--- config.mk ---
export PLATFORM = sky130hd
export DESIGN_NAME = strap_latch
export DESIGN_NICKNAME = d
export VERILOG_FILES = /design/src/rtl/strap_latch_pkg.sv /design/src/rtl/strap_ctrl_fsm.sv /design/src/rtl/fs_serial_loader.sv /design/src/rtl/freq_decoder.sv /design/src/rtl/strap_latch.sv
export SDC_FILE = /design/constraint.sdc
export NUM_CORES = 1
export LEC_CHECK = 0
export ABC_AREA = 1
export BUFFER_PORTS_ARGS = -buffer_cell sky130_fd_sc_hd__buf_4
export CAP_MARGIN = 20
export CORE_ASPECT_RATIO = 1.1
export CORE_MARGIN = 2
export CORE_UTILIZATION = 30
export CTS_BUF_LIST = sky130_fd_sc_hd__clkbuf_8
export DETAILED_ROUTE_END_ITERATION = 8
export GPL_TIMING_DRIVEN = 1
export SETUP_SLACK_MARGIN = 0.15
export SLEW_MARGIN = 20
export SYNTH_ARGS = -nofsm -noshare
export SYNTH_HDL_FRONTEND = slang
export SYNTH_HIERARCHICAL = 1
export SYNTH_SLANG_ARGS = --single-unit
--- constraint.sdc ---
create_clock -name clk -period 1.5 [get_ports clk]
set_input_delay 0.15 -clock clk [delete_from_list [all_inputs] [get_ports clk]]
set_output_delay 0.15 -clock clk [all_outputs]
set_load 0.03 [all_outputs]
--- src/rtl/strap_latch_pkg.sv ---
package strap_latch_pkg;

    typedef enum logic [1:0] {
        ST_SAMPLE = 2'd0,
        ST_RUN    = 2'd1,
        ST_PWRDN  = 2'd2,
        ST_MGMT   = 2'd3
    } strap_state_e;

    localparam int FS_W   = 3;
    localparam int FREQ_W = 16;
    localparam logic [FS_W-1:0] FS_RESERVED = '1;

    // CPU frequency in 10 kHz units for each select code
    function automatic logic [FREQ_W-1:0] fs_to_freq(input logic [FS_W-1:0] code);
        logic [FREQ_W-1:0] f;
        unique case (code)
            3'b000:  f = 16'd26666;
            3'b001:  f = 16'd13333;
            3'b010:  f = 16'd20000;
            3'b011:  f = 16'd16666;
            3'b100:  f = 16'd33333;
            3'b101:  f = 16'd10000;
            3'b110:  f = 16'd40000;
            default: f = 16'd0;
        endcase
        return f;
    endfunction

endpackage

--- src/rtl/strap_ctrl_fsm.sv ---
module strap_ctrl_fsm
    import strap_latch_pkg::*;
(
    input  logic         clk,
    input  logic         rst_n,
    input  logic         pwr_good,
    input  logic         mgmt_mode,
    output strap_state_e state,
    output logic         latch_pulse
);

    strap_state_e state_nx;
    logic         pg_prev;

    always_ff @(posedge clk or negedge rst_n) begin
        if (!rst_n) begin
            state   <= ST_SAMPLE;
            pg_prev <= 1'b0;
        end else begin
            state   <= state_nx;
            pg_prev <= pwr_good;
        end
    end

    always_comb begin
        state_nx    = state;
        latch_pulse = 1'b0;
        unique case (state)
            ST_SAMPLE: begin
                if (pwr_good && !pg_prev) begin
                    state_nx    = ST_RUN;
                    latch_pulse = 1'b1;
                end
            end
            ST_RUN: begin
                if (!pwr_good)      state_nx = ST_PWRDN;
                else if (mgmt_mode) state_nx = ST_MGMT;
            end
            ST_PWRDN: begin
                if (pwr_good) state_nx = ST_RUN;
            end
            ST_MGMT: begin
                if (!mgmt_mode) state_nx = ST_RUN;
            end
        endcase
    end

    AST_NO_MGMT_BEFORE_LATCH: assert property (@(posedge clk) disable iff (!rst_n)
        (state == ST_SAMPLE) |=> (state != ST_MGMT));

    AST_PWRDN_ONLY_FROM_RUN: assert property (@(posedge clk) disable iff (!rst_n)
        (state == ST_SAMPLE) |=> (state != ST_PWRDN));

endmodule

--- src/rtl/fs_serial_loader.sv ---
module fs_serial_loader #(
    parameter int CODE_W = 3
) (
    input  logic              clk,
    input  logic              rst_n,
    input  logic              enable,
    input  logic              ser_clk,
    input  logic              ser_data,
    output logic              load_valid,
    output logic [CODE_W-1:0] load_code
);

    localparam int CNT_W = (CODE_W > 2) ? $clog2(CODE_W) : 1;
    localparam logic [CNT_W-1:0] LAST = CNT_W'(CODE_W - 1);

    logic              sclk_prev;
    logic              sclk_rise;
    logic [CNT_W-1:0]  cnt;
    logic [CODE_W-2:0] sh;

    assign sclk_rise  = ser_clk && !sclk_prev;
    assign load_valid = enable && sclk_rise && (cnt == LAST);
    assign load_code  = {sh, ser_data};

    always_ff @(posedge clk or negedge rst_n) begin
        if (!rst_n) begin
            sclk_prev <= 1'b0;
            cnt       <= '0;
            sh        <= '0;
        end else begin
            sclk_prev <= ser_clk;
            if (!enable) begin
                cnt <= '0;
            end else if (sclk_rise) begin
                if (cnt == LAST) begin
                    cnt <= '0;
                end else begin
                    cnt <= cnt + 1'b1;
                    if (CODE_W > 2) sh <= {sh[CODE_W-3:0], ser_data};
                    else            sh <= ser_data;
                end
            end
        end
    end

    AST_SHIFT_COUNT_RANGE: assert property (@(posedge clk) disable iff (!rst_n)
        cnt <= LAST);

    AST_COUNT_CLEARED_IDLE: assert property (@(posedge clk) disable iff (!rst_n)
        !enable |=> (cnt == '0));

endmodule

--- src/rtl/freq_decoder.sv ---
module freq_decoder
    import strap_latch_pkg::*;
(
    input  logic [FS_W-1:0]   code,
    output logic [FREQ_W-1:0] freq
);
    always_comb freq = fs_to_freq(code);
endmodule

--- src/rtl/strap_latch.sv ---
module strap_latch
    import strap_latch_pkg::*;
#(
    parameter logic [2:0] DEFAULT_FS = 3'b101
) (
    input  logic        clk,
    input  logic        rst_n,
    input  logic        pwr_good,
    input  logic        mgmt_mode,
    input  logic [2:0]  fs_strap,
    input  logic        trust_strap,
    input  logic        pair5_strap,
    input  logic        dbg_strap,
    input  logic        ser_clk,
    input  logic        ser_data,
    output logic        strap_phase,
    output logic        straps_valid,
    output logic        powered_down,
    output logic        in_mgmt,
    output logic [2:0]  fs_code,
    output logic [15:0] cpu_freq,
    output logic        fs_err,
    output logic        oc_lock,
    output logic        stop_pins_pair,
    output logic        cpu2_debug
);

    strap_state_e     state;
    logic             latch_pulse;
    logic             load_valid;
    logic [FS_W-1:0]  load_code;
    logic             offer;
    logic [FS_W-1:0]  offer_code;
    logic             valid_q, trust_q, pair_q, dbg_q, err_q;
    logic [FS_W-1:0]  fs_q;

    strap_ctrl_fsm u_fsm (
        .clk         (clk),
        .rst_n       (rst_n),
        .pwr_good    (pwr_good),
        .mgmt_mode   (mgmt_mode),
        .state       (state),
        .latch_pulse (latch_pulse)
    );

    fs_serial_loader #(.CODE_W(FS_W)) u_loader (
        .clk        (clk),
        .rst_n      (rst_n),
        .enable     (state == ST_MGMT),
        .ser_clk    (ser_clk),
        .ser_data   (ser_data),
        .load_valid (load_valid),
        .load_code  (load_code)
    );

    freq_decoder u_dec (
        .code (fs_q),
        .freq (cpu_freq)
    );

    assign offer      = latch_pulse || load_valid;
    assign offer_code = latch_pulse ? fs_strap : load_code;

    always_ff @(posedge clk or negedge rst_n) begin
        if (!rst_n) begin
            valid_q <= 1'b0;
            trust_q <= 1'b0;
            pair_q  <= 1'b0;
            dbg_q   <= 1'b0;
            fs_q    <= DEFAULT_FS;
            err_q   <= 1'b0;
        end else begin
            if (latch_pulse) begin
                valid_q <= 1'b1;
                trust_q <= trust_strap;
                pair_q  <= pair5_strap;
                dbg_q   <= dbg_strap;
            end
            if (offer) begin
                if (offer_code == FS_RESERVED) begin
                    err_q <= 1'b1;
                end else begin
                    err_q <= 1'b0;
                    fs_q  <= offer_code;
                end
            end
        end
    end

    always_comb begin
        strap_phase    = (state == ST_SAMPLE);
        powered_down   = (state == ST_PWRDN);
        in_mgmt        = (state == ST_MGMT);
        straps_valid   = valid_q;
        fs_code        = fs_q;
        fs_err         = err_q;
        oc_lock        = trust_q;
        stop_pins_pair = pair_q;
        cpu2_debug     = dbg_q;
    end

    AST_VALID_STICKY: assert property (@(posedge clk) disable iff (!rst_n)
        straps_valid |=> straps_valid);

    AST_STRAPS_HELD: assert property (@(posedge clk) disable iff (!rst_n)
        straps_valid |=> $stable({oc_lock, stop_pins_pair, cpu2_debug}));

    AST_NO_RESERVED_CODE: assert property (@(posedge clk) disable iff (!rst_n)
        fs_code != FS_RESERVED);

    AST_FS_FROZEN_OUTSIDE_MGMT: assert property (@(posedge clk) disable iff (!rst_n)
        (straps_valid && !in_mgmt) |=> $stable(fs_code));

    AST_PHASE_EXCLUSIVE: assert property (@(posedge clk) disable iff (!rst_n)
        strap_phase |-> !straps_valid);

endmodule

==> metrics.md <==
| Metric | Value |
|---|---|
| Status | `finished, violations left` |
| Failing checks | `setup timing` |
| Final nets | `between 200 and 250` |
| Tot GR Track Use | `12.7%` |
| Non-Filler Instances | `226` |
| Die Y-Extent | `65.1 µm` |
| Unrepaired setup endpoints after global routing | `true` |
| Die area | `3880 µm²` |
| Die outline width | `about 60 µm` |
| Share of layout cells above drive strength 1 | `60.0%` |
| Seq/Total Area, Yosys | `about two fifths` |
| Post-Route WL | `2.42 mm` |
| Final ANT Viol Nets | `0` |
| Max-slew violations | `0` |
| CP startpoint kind | `flop` |
| Inserted Clock Buffers | `3` |
| Pwr dens | `2500 nW/µm²` |
| Area share of the largest cell type after synthesis | `34.4%` |
| CP max stage cell | `dfstp_4` |
| Peak supply drop | `1.04 mV` |
| Final hold violations | `0` |
| Tmin final | `1.50 ns` |
| Synth Area in Adders | `0%` |
| CP bufs+invs | `2` |
| Synth Warn # | `6` |
| Setup violators final | `1` |
| Clock Path Buffers | `2` |
| Fmax | `0.665 GHz` |
| Ant. Diodes | `0` |
| Vias in the first global route | `approximately 1000` |
| Yosys reg bits | `16` |
| Endpoint class of the critical path | `output port` |
| # DRC | `0` |
| Worst Hold Class | `in -> reg` |
| Number of I/O port buffers | `37` |
| CTS tree | `yes` |
| Core footprint | `3300 µm²` |
| Clk sinks | `16` |
| Num rows | `22` |
| Post-synthesis compound-gate area fraction | `2.70%` |
| Synthesized area per cell | `around 7.3 µm²` |
| First-pass GRT wire length | `3.96 mm` |
| GP Congestion | `0.733` |
| Synthesized area | `1020 µm²` |
| Worst path max stage delay | `0.66 ns` |
| Initial antenna violation count | `0` |
| Leakage | `0.856 nW` |
| Worst skew pair latency | `roughly 0.24 ns` |
| Clock network power share | `8.7%` |
| Routed met2 length | `1.40 mm` |
| Drt initial violations | `27` |
| # IOs | `39` |
| Xor/xnor cell area share of the yosys netlist | `0%` |
| Placed Cells | `209` |
| Switching Share | `between 40% and 50%` |
| Net Switching | `2.10 mW` |
| Ratio of final minimum period to clock period | `100%` |
| Logic pwr share | `72.5%` |
| Crit path kind | `reg -> out` |
| Setup Skew | `around 0.00085 ns` |
| Routed met3 length | `117 µm` |
| Crit-path cells | `inv_6, nor2_4, nand2_2, nand2_2, buf_6` |
| Synth top area cells | `dfrtp_1 (34%), nand2_1 (16%), inv_1 (5.5%)` |
| Largest family of logic cells by synthesized area | `simple AND/OR/NAND/NOR gates` |
| Critical path fanouts, max | `4` |
| Worst EP required | `approximately 1.4 ns` |
| Yosys cell types | `23` |
| Max Cap Violations | `0` |
| Layout Utilization | `51.7%` |
| Fraction of synthesized area in multiplexers | `0%` |
| WL per Instance | `10.7 µm` |
| Top routing layer in use | `met3` |
| Most common cell after layout, fill and taps aside | `buf_4` |
| Syn Nets | `152` |
| Post-Synthesis Cells | `140` |
| Most used cell, CP | `nand2_2` |
| Internal | `2.17 mW` |
| Seq pwr share | `18.7%` |
| Via Count | `between 1000 and 1500` |
| CP arrival | `1.35 ns` |
| Crit-path leading delay family | `flip-flops` |
| Post-route setup slack | `-0.00339 ns` |
| Post-DP HPWL | `1.76 mm` |
| # H-tree levels | `1` |
| Clk Tree Root Cell | `clkbuf_8` |
| GR Overflow Total | `0` |
| Clock Pin Slew Worst Setup and Hold Paths | `roughly 0.06 ns` |
| Vias per Instance | `4.58` |
| Area Growth Syn to Fin | `67.5%` |
| Simple-Gate Fraction of Synth Area | `roughly 45%` |
| Pin count of the biggest net entering global routing | `17` |
| Initial core utilization | `30.9%` |
| Cell taking the most area after synthesis | `dfrtp_1` |
| Most frequent cells in the layout | `buf_4 (31), nand2_1 (29), nand2_2 (21), buf_6 (16), dfrtp_1 (11)` |
| Metal-1 WL | `899 µm` |
| Drt first pass iters | `3` |
-- cells by family after synthesis --
| group | count (synthesis) |
|---|---|
| compound gates | 5 |
| other cells | 1 |
| buf+inv | 26 |
| simple gates | 92 |
| flops | 16 |
-- synth_stat cells (all sizes together) --
library cell	count
or2	1
nand4	4
inv	20
dfstp	2
conb	1
nand3	11
a21boi	1
o21ai	2
nor2	19
a21oi	2
nor3	2
clkbuf	1
nand2	55
dfrtp	14
buf	5
-- sequential cells by signal, indices dropped and copies added, names as in the netlist --
| name | flops |
|---|---|
| fs_err | 1 |
| u_loader/sh | 2 |
| stop_pins_pair | 1 |
| oc_lock | 1 |
| u_loader/sclk_prev | 1 |
| cpu2_debug | 1 |
| u_fsm/pg_prev | 1 |
| u_fsm/state | 2 |
| straps_valid | 1 |
| fs_code | 3 |
| u_loader/cnt | 2 |
-- power by group through the flow --
stage	clock (mW)	sequential, mW	combinational (mW)
global route	0.393	0.832	3.29
finish	0.372	0.799	3.09
global placement	0	0.839	2.32
detailed placement	0	0.845	2.34
CTS	0.378	0.795	2.89
floorplan	0	0.991	1.54
-- metal layers --
metal  up-vias  global-route usage, %
met5         -                      0
met2        30                   26.0
met3         0                   1.97
met4         0                   1.67
met1       485                   13.5
li1        521                      -
-- worst paths after layout --
kind	start	to	slack [ns]	depth (start not counted)
max	fs_code[0]	cpu_freq[12]	-0.003	5
min	ser_clk	u_loader/sclk_prev	0.04	1
max reg2reg	u_fsm/state[1]	fs_code[1]	0.17	9
min reg2reg	straps_valid	straps_valid	0.47	1
max in group asynchronous	rst_n	fs_code[2]	0.95	2
min in group asynchronous	rst_n	u_loader/sh[0]	0.30	2
-- repair_timing --
| item | CTS | global route |
|---|---|---|
| endpoints found under the hold margin | 16 | 0 |
| gates resized for setup | 26 | 26 |
| pin swaps | 4 | 9 |
| cloned | 0 | 0 |
| hold buffers | 1 | 0 |
| endpoints found under the setup margin | 19 | 21 |
| buffers inserted | 11 | 1 |
-- metrics by stage --
step	power (mW)	worst slack, ns	setup TNS [ns]	hold WS, ns	area, µm²
global route	4.51	-0.0574	-0.232	0.0340	1710
finish	4.26	-0.00339	-0.00339	0.0363	1710
detailed placement	3.19	0.0992	0	0.0216	1360
global placement	3.16	0.141	0	0.0201	1360
floorplan	2.53	0.0512	0	-0.146	1080
CTS	4.07	-0.0188	-0.0229	0.0279	1620
-- cell type report --
class | instances | area, µm²
Sequential cell | 16 | 410
Tap cell | 36 | 45.0
Timing Repair Buffer | 52 | 493
Multi-Input combinational cell | 98 | 604
Clock buffer | 4 | 55.1
Fill cell | 315 | 1600
Inverter | 20 | 100
Power figures use the tool's default switching activity.
